### config.mk
export PLATFORM = sky130hd
export DESIGN_NAME = rot_bus_arbiter
export DESIGN_NICKNAME = d
export VERILOG_FILES = /design/src/rtl/rba_pkg.sv /design/src/rtl/rba_pick.sv /design/src/rtl/rba_queue.sv /design/src/rtl/rba_owner.sv /design/src/rtl/rot_bus_arbiter.sv
export SDC_FILE = /design/constraint.sdc
export NUM_CORES = 1
export LEC_CHECK = 0
export BUFFER_PORTS_ARGS = -buffer_cell sky130_fd_sc_hd__buf_2
export CELL_PAD_IN_SITES_DETAIL_PLACEMENT = 0
export CELL_PAD_IN_SITES_GLOBAL_PLACEMENT = 1
export CORE_AREA = 2 2 39 41
export CTS_CLUSTER_DIAMETER = 40
export DETAILED_ROUTE_END_ITERATION = 8
export DIE_AREA = 0 0 41 43
export PLACE_DENSITY_LB_ADDON = 0.1
export RECOVER_POWER = 100
export SLEW_MARGIN = 20
export SYNTH_ARGS = -nofsm -noshare
export SYNTH_HDL_FRONTEND = slang
export SYNTH_SLANG_ARGS = --single-unit
### constraint.sdc
create_clock -name clk_i -period 2.3 [get_ports clk_i]
set_clock_uncertainty 0.2 [all_clocks]
set_input_delay 0.115 -clock clk_i [delete_from_list [all_inputs] [get_ports clk_i]]
set_output_delay 0.115 -clock clk_i [all_outputs]
set_load 0.005 [all_outputs]
### src/rtl/rba_pkg.sv
package rba_pkg;
  // (a + 1) mod n for small index values
  function automatic int unsigned wrap_inc(int unsigned a, int unsigned n);
    return (a + 1 >= n) ? 0 : a + 1;
  endfunction
endpackage

### src/rtl/rba_pick.sv
module rba_pick #(
  parameter int unsigned N  = 3,
  parameter int unsigned IW = (N > 1) ? $clog2(N) : 1
) (
  input  logic [N-1:0]  req_i,
  input  logic [IW-1:0] head_i,
  output logic          win_vld_o,
  output logic [IW-1:0] win_idx_o
);
  // scan from lowest priority to highest so the front-most requester wins
  always_comb begin
    win_vld_o = 1'b0;
    win_idx_o = '0;
    for (int k = N - 1; k >= 0; k--) begin
      int unsigned pos;
      pos = int'(head_i) + k;
      if (pos >= N) pos = pos - N;
      if (req_i[pos]) begin
        win_vld_o = 1'b1;
        win_idx_o = IW'(pos);
      end
    end
  end
endmodule

### src/rtl/rba_queue.sv
module rba_queue #(
  parameter int unsigned N  = 3,
  parameter int unsigned IW = (N > 1) ? $clog2(N) : 1
) (
  input  logic          clk_i,
  input  logic          rst_ni,
  input  logic          adv_i,
  input  logic [IW-1:0] win_idx_i,
  output logic [IW-1:0] head_o
);
  import rba_pkg::*;
  logic [IW-1:0] head_q;
  logic [IW-1:0] head_nxt;

  // winner and skipped entries go behind the rest: head = winner + 1
  assign head_nxt = IW'(wrap_inc(int'(win_idx_i), N));

  always_ff @(posedge clk_i or negedge rst_ni) begin
    if (!rst_ni)    head_q <= '0;
    else if (adv_i) head_q <= head_nxt;
  end

  assign head_o = head_q;
endmodule

### src/rtl/rba_owner.sv
module rba_owner #(
  parameter int unsigned N        = 3,
  parameter int unsigned PARK_IDX = 0,
  parameter int unsigned IW       = (N > 1) ? $clog2(N) : 1
) (
  input  logic          clk_i,
  input  logic          rst_ni,
  input  logic          done_i,
  input  logic          win_vld_i,
  input  logic [IW-1:0] win_idx_i,
  output logic          take_o,
  output logic          busy_o,
  output logic [N-1:0]  gnt_o
);
  localparam logic [N-1:0] PARK_GNT = N'(1) << PARK_IDX;

  logic         busy_q;
  logic [N-1:0] gnt_q;
  logic         arb_en;

  assign arb_en = !busy_q || done_i;
  assign take_o = arb_en && win_vld_i;

  always_ff @(posedge clk_i or negedge rst_ni) begin
    if (!rst_ni) begin
      busy_q <= 1'b0;
      gnt_q  <= PARK_GNT;
    end else if (arb_en) begin
      if (win_vld_i) begin
        busy_q <= 1'b1;
        gnt_q  <= N'(1) << win_idx_i;
      end else begin
        busy_q <= 1'b0;
        gnt_q  <= PARK_GNT;
      end
    end
  end

  assign busy_o = busy_q;
  assign gnt_o  = gnt_q;
endmodule

### src/rtl/rot_bus_arbiter.sv
module rot_bus_arbiter #(
  parameter int unsigned NUM_MST  = 3,
  parameter int unsigned PARK_IDX = 0
) (
  input  logic               clk_i,
  input  logic               rst_ni,
  input  logic [NUM_MST-1:0] req_i,
  input  logic               done_i,
  output logic [NUM_MST-1:0] gnt_o
);
  localparam int unsigned IW = (NUM_MST > 1) ? $clog2(NUM_MST) : 1;

  logic [IW-1:0] head;
  logic [IW-1:0] win_idx;
  logic          win_vld;
  logic          take;
  logic          busy;

  rba_pick #(.N(NUM_MST), .IW(IW)) i_pick (
    .req_i     (req_i),
    .head_i    (head),
    .win_vld_o (win_vld),
    .win_idx_o (win_idx)
  );

  rba_queue #(.N(NUM_MST), .IW(IW)) i_queue (
    .clk_i     (clk_i),
    .rst_ni    (rst_ni),
    .adv_i     (take),
    .win_idx_i (win_idx),
    .head_o    (head)
  );

  rba_owner #(.N(NUM_MST), .PARK_IDX(PARK_IDX), .IW(IW)) i_owner (
    .clk_i     (clk_i),
    .rst_ni    (rst_ni),
    .done_i    (done_i),
    .win_vld_i (win_vld),
    .win_idx_i (win_idx),
    .take_o    (take),
    .busy_o    (busy),
    .gnt_o     (gnt_o)
  );
endmodule

== Yosys cells after proc, flatten, opt, wreduce, memory -nomap -nowiden ==
Cells that the tools add are included.

* Add/sub/neg operators: 6
* $lt $le $gt $ge: 7
* Shift operators: 1
* Multiplexer cells: 18
* Reduce and logical (&&, ||, !) cells: 3

{| class="wikitable"
|+ Operator list
! kind !! number
|-
| $lt A32 B3 Y1 const B || 3
|-
| $mux W32 || 3
|-
| $ge A32 B2 Y1 const B || 2
|-
| $sub A32 B2 Y32 const B || 2
|-
| $mux W2 || 4
|-
| $mux W1 || 7
|-
| $add A2 B1 Y3 const B || 2
|-
| $bmux W1 S2 || 3
|-
| $add A2 B2 Y3 const B || 1
|-
| $ge A3 B2 Y1 const B || 1
|-
| $mux W3 || 1
|-
| $shl A1 B2 Y3 const A || 1
|-
| $sub A2 B2 Y3 const B || 1
|-
| $ge A2 B2 Y1 const B || 1
|-
| $logic_and A1 B1 Y1 || 1
|-
| $logic_not A1 Y1 || 1
|-
| $logic_or A1 B1 Y1 || 1
|}

* Register bits after elaboration: 6
* Input bits: 6
* Output and inout bits: 3
* Word-level logic and storage cells: 38

== Longest topological paths before layout ==
* Depth in word-level cells: 11
* Gate-level depth with buffers: 8
* Mapped depth without buffers: 7

== Hierarchy ==
A second synthesis with hierarchy kept.

* Cells, all modules: 47
* Area, all modules: 475.5 um2

{| class="wikitable"
|+ Modules (own cells, without submodules)
! module !! times used !! cells each !! area an instance (um2) !! sequential area each (um2)
|-
| rba_owner || 1 || 13 || 198.9 || 101.3
|-
| rba_pick || 1 || 27 || 191.4 || 0.0
|-
| rba_queue || 1 || 7 || 85.1 || 50.0
|}

== Worst setup path after synthesis ==
OpenSTA, ideal clock, no wires.

* Path kind: register -> register
* Start: register i_queue.head_q[0], in the netlist i_queue.head_o[0]
* End: register i_queue.head_q[0], in the netlist i_queue.head_o[0]
* Library setup time: 77 ps
* Arrival time: 1681 ps
* Required time: 2023 ps
* Path slack: 341 ps
* Stages on the path, launching flop included: 9
* Buffers on the path: 1
* Clock period less this slack: 1959 ps
* Cells stage by stage: dfrtp_1 > inv_1 > ha_1 > buf_6 > and2_4 > o32a_1 > nor3b_2 > or2_0 > a21oi_1

* Word-level cells in the longest chain between the ends: 11
* Elaborated cells on any way between the ends: 27
* Classes of those cells: add/sub (6); order compare (4); mux (16); reduce/logical (1)

{| class="wikitable"
|+ RTL lines
! what !! RTL line !! source
|-
| from (decl) || rba_queue.sv:12 || <nowiki>logic [IW-1:0] head_q;</nowiki>
|-
| from (signal assigned) || rba_queue.sv:20 || <nowiki>else if (adv_i) head_q <= head_nxt;</nowiki>
|-
| $add A2 B2 Y3 || rba_pick.sv:16 || <nowiki>pos = int'(head_i) + k;</nowiki>
|-
| $sub A32 B2 Y32 / $ge A32 B2 Y1 (equally long branches) || rba_pick.sv:17 || <nowiki>if (pos >= N) pos = pos - N;</nowiki>
|-
| $mux W32 || rba_pick.sv:17 ||
|-
| $bmux W1 S2 || rba_pick.sv:18 || <nowiki>if (req_i[pos]) begin</nowiki>
|-
| $mux W1 (not written as such) || rba_pick.sv:18 ||
|-
| $mux W2 (3 in a row) || rba_pick.sv:18 ||
|-
| $add A2 B1 Y3 || rba_pkg.sv:4 || <nowiki>return (a + 1 >= n) ? 0 : a + 1;</nowiki>
|-
| $ge A3 B2 Y1 || rba_pkg.sv:4 ||
|-
| $mux W2 || rba_pkg.sv:4 ||
|}

Parallel ways exist; a longest one is shown, timed or not. The select of a mux whose other input is x is not followed.
A chain may end at the register's enable or synchronous reset.

== Final worst setup path ==
* Start: register i_queue.head_q[0], in the netlist i_queue.head_o[0]
* End: register i_queue.head_q[1], in the netlist i_queue.head_o[1]

Same word-level chain as after synthesis.

==> tab_implementation.tex <==
\begin{tabular}{lr}
\hline
Metric & Value \\
\hline
\multicolumn{2}{l}{\textbf{Detailed routing}} \\
\quad DRC violation count after routing & 0 \\
\quad DR WL/cell & roughly 12 um \\
\quad First-pass DRT Iterations & 2 \\
\quad Via Count & 398 \\
\quad Routed WL & 952 um \\
\quad Drt via density & approximately 4.9 \\
\quad Number of DRC markers in iteration 0 & 6 \\
\quad Count of antenna-violating nets left after detailed routing & 0 \\
\multicolumn{2}{l}{\textbf{Clock tree}} \\
\quad Number of clock buffers inserted by TritonCTS & 3 \\
\quad Clock net sink count & 6 \\
\quad Clock Latency Late Sink & around 0.24 ns \\
\quad Htree depth & 1 \\
\quad Root buffer cell & clkbuf\_4 \\
\quad Clock transition at the registers of the reported paths & 0.05 ns \\
\quad CTS tree & yes \\
\quad CTS Buffer Depth & 2 \\
\quad Post-CTS sizing & 0 \\
\multicolumn{2}{l}{\textbf{Cells and area}} \\
\quad Utilization of the core after routing & between 30 and 40\% \\
\quad Count of nets after finishing & 75 \\
\quad Number of inserted filler cells in the final layout & roughly 160 \\
\quad Layout cells sized above 1 & between 20\% and 30\% \\
\quad Fin cells & slightly above 80 \\
\quad Post-Layout Inst Area & 551.8 um2 \\
\quad Diodes inserted & 0 \\
\quad Top library cells by usage in the layout, fill and taps aside & buf\_2 (6), nand2\_1 (5), nor2\_1 (5), dfrtp\_1 (5), inv\_1 (4) \\
\quad Most common cell after layout, fill and taps aside & buf\_2 \\
\quad Area delta synth->final & 21.49\% \\
\multicolumn{2}{l}{\textbf{Yosys}} \\
\quad Synthesized instance count & 52 \\
\quad Number of register bits inferred by synthesis & 6 \\
\quad Warnings from Yosys & 0 \\
\quad Synthesized Nets & 61 \\
\quad Async S/R FF share, synth & 100.0\% \\
\quad Synthesized-area fraction occupied by ao, oa, aoi and oai cells & 19.28\% \\
\quad Largest family of logic cells by synthesized area & simple AND/OR/NAND/NOR gates \\
\quad Number of library cell types mapped by synthesis & 26 \\
\quad Dominant synthesized flop cell & dfrtp\_1 \\
\quad Proportion of synthesized area in mux cells & $\sim$6.6\% \\
\quad EDFF count, synth & 0 \\
\quad Xor and xnor fraction of the mapped netlist area & 0\% \\
\quad Per-instance average area after synthesis & $\sim$8.7 um2 \\
\quad Area fraction in and, or, nand and nor cells after synthesis & 24.52\% \\
\quad Sequential-to-total area share from yosys stat & 33.33\% \\
\quad Adder-cell share of the synthesized area & 8.264\% \\
\quad Cell area after technology mapping & around 450 um2 \\
\multicolumn{2}{l}{\textbf{STA}} \\
\quad Worst slew pin tran & 0.3212 ns \\
\quad RSZ-0062 raised after global routing & no \\
\quad Worst max-slew margin expressed relative to the limit & about four fifths \\
\quad Final Worst Setup Slack & roughly 0.13 ns \\
\quad Clock period minus final worst setup slack & 2.171 ns \\
\quad Final total negative setup slack & 0 ns \\
\quad Final slew viol count & 0 \\
\quad Number of hold-slack violations in the final timing report & 0 \\
\quad Part of the cycle the worst path needs & a little over nine tenths \\
\quad Final setup violating endpoints & 0 \\
\quad Post-route worst hold slack & approximately 0.07 ns \\
\quad Fmax & roughly 460 MHz \\
\multicolumn{2}{l}{\textbf{Job}} \\
\quad Maximum capacitance violations & 0 \\
\multicolumn{2}{l}{\textbf{Floorplan}} \\
\quad Core area & $\sim$1400 um2 \\
\quad Initial core utilization & around 33\% \\
\quad Die span in x & about 41 um \\
\quad Die area & about 1800 um2 \\
\quad Vertical extent of the die & 43 um \\
\quad Num ports & 9 \\
\quad Number of core rows & 14 \\
\multicolumn{2}{l}{\textbf{Critical path}} \\
\quad Slowest-stage cell, CP & dfrtp\_1 \\
\quad Setup Crit Path Kind & reg -> reg \\
\quad Required time of the worst setup path & approximately 2.3 ns \\
\quad Type of destination of the critical path & register \\
\quad Reg2Reg Setup Slack & $\sim$0.13 ns \\
\quad Launch point of the worst reg-to-reg path & i\_queue.head\_o[0] \\
\quad Critical Path Fanout Max & 5 \\
\quad Critical path startpoint category & register \\
\quad Worst R2R Path Depth & 8 \\
\quad Data arrival at the endpoint of the critical path & 2.14 ns \\
\quad Critical R2R Capture & i\_queue.head\_o[1] \\
\quad Critical Path, Cell by Cell & inv\_1 -> ha\_1 -> nor4b\_1 -> o211ai\_1 -> o311ai\_1 -> buf\_4 -> a211oi\_1 -> nand2b\_1 \\
\quad Worst stage delay on the critical path & 0.37 ns \\
\quad Crit path buf inv count & 2 \\
\quad Gate family responsible for the most delay along the worst path & compound AO/OA/AOI/OAI gates \\
\multicolumn{2}{l}{\textbf{GRT}} \\
\quad Global routing usage summed across all routing layers & 13.16\% \\
\quad Via count of the first global-routing pass & 380 \\
\quad Initial antenna violation count & 0 \\
\quad Global-route wire length before repair & 1.587 mm \\
\quad Congestion Overflow GR & 0 \\
\quad Pin count of the biggest net entering global routing & 8 \\
\multicolumn{2}{l}{\textbf{Place}} \\
\quad Count of buffers from port buffering & 8 \\
\quad Placer's final routability congestion estimate & between 0.6 and 0.7 \\
\quad Total placed instance area & 508.0 um2 \\
\quad Worst slack, placed & approximately 0.14 ns \\
\quad Detailed placement HPWL & between 700 and 800 um \\
\quad Number of placed instances with taps included & 75 \\
\multicolumn{2}{l}{\textbf{Power and ir drop}} \\
\quad Power after layout & 0.7647 mW \\
\quad Net switching power & approximately 0.32 mW \\
\quad Clock share of power & between 10\% and 20\% \\
\quad Internal & $\sim$0.45 mW \\
\quad Power per Cell Area & roughly 1400 nW/um2 \\
\quad Peak supply drop & around 480 uV \\
\quad Switch share & between 40 and 50\% \\
\quad Logic pwr share & 61.3\% \\
\quad Register share of total power & roughly 26\% \\
\quad Leakage power & about 0.25 nW \\
\multicolumn{2}{l}{\textbf{Worst hold path}} \\
\quad Hold Path Class & in -> async \\
\multicolumn{2}{l}{\textbf{Run status}} \\
\quad Result of the run & finished, final reports clean \\
\hline
\end{tabular}
how the worst max path moves through the flow:
stage | startpoint | end | cells after the start
after floorplan | i_queue.head_o[0] | i_queue.head_o[0] | 8
final | i_queue.head_o[0] | i_queue.head_o[1] | 8
after global placement | i_queue.head_o[0] | i_queue.head_o[1] | 8
after global routing | i_queue.head_o[0] | i_queue.head_o[0] | 8
after detailed placement | i_queue.head_o[0] | i_queue.head_o[1] | 8
after CTS | i_queue.head_o[0] | i_queue.head_o[1] | 8
state kept, by name (all words and copies together), names as in the netlist:
| name | count |
|---|---|
| i_queue.head_o | 2 |
| i_owner.busy_o | 1 |
| i_owner.gnt_o | 3 |
metal layers:
metal	GRT usage (%)	up-vias	share of wire [%]
met5	0	-	0
met2	21.25	5	51
met1	16.50	186	47
li1	-	207	-
met4	4.000	0	0
met3	3.141	0	2.8
cell type report:
cell class / count / area (um2) / area share [%]
flip-flops and latches: 6 / 151.4 / 27.44
well taps: 16 / 20.02 / 3.628
clock buffers: 4 / 26.28 / 4.762
multi-input cells: 39 / 266.5 / 48.30
inverters: 4 / 15.01 / 2.721
repair buffers: 12 / 72.57 / 13.15
what timing repair did:
| item | in CTS | in global routing |
|---|---|---|
| setup buffers | 0 | 0 |
| hold buffers | 2 | 0 |
| endpoints found under the hold margin | 7 | 0 |
synthesized netlist by cell type (2+ instances only):
cell | number | area share [%]
dfrtp_1 | 5 | 28
inv_1 | 4 | 3.3
mux2i_1 | 3 | 6.6
nor2_1 | 5 | 4.1
nand3_1 | 2 | 2.2
a21oi_1 | 3 | 3.3
nand2b_1 | 2 | 2.8
buf_2 | 2 | 2.2
nand2_1 | 5 | 4.1
o21ai_0 | 2 | 2.2
a211oi_1 | 2 | 3.3
ha_1 | 3 | 8.3
power by group through the flow:
stage | Clock [mW] | Combinational (mW) | Sequential (mW)
after floorplan | 0 | 0.349 | 0.194
after global placement | 0 | 0.476 | 0.197
after detailed placement | 0 | 0.470 | 0.198
after CTS | 0.105 | 0.474 | 0.196
after global routing | 0.111 | 0.527 | 0.202
final | 0.101 | 0.468 | 0.195
worst register-to-register path, delay by kind of cell (launching register included):
| kind | cells | cell delay [ns] |
|---|---|---|
| adder cells (fa/ha/maj) | 1 | 0.37 |
| flip-flops | 1 | 0.37 |
| AND/OR/NAND/NOR | 2 | 0.32 |
| AO/OA/AOI/OAI | 3 | 0.61 |
| buffers and inverters | 2 | 0.23 |
logic make-up after synthesis:
family                   after synthesis
AND/OR/NAND/NOR                       20
AO/OA/AOI/OAI                         13
buffers and inverters                  7
flip-flops                             6
multiplexers                           3
adder cells (fa/ha/maj)                3
Note: power is estimated with default switching activity, not from simulation.
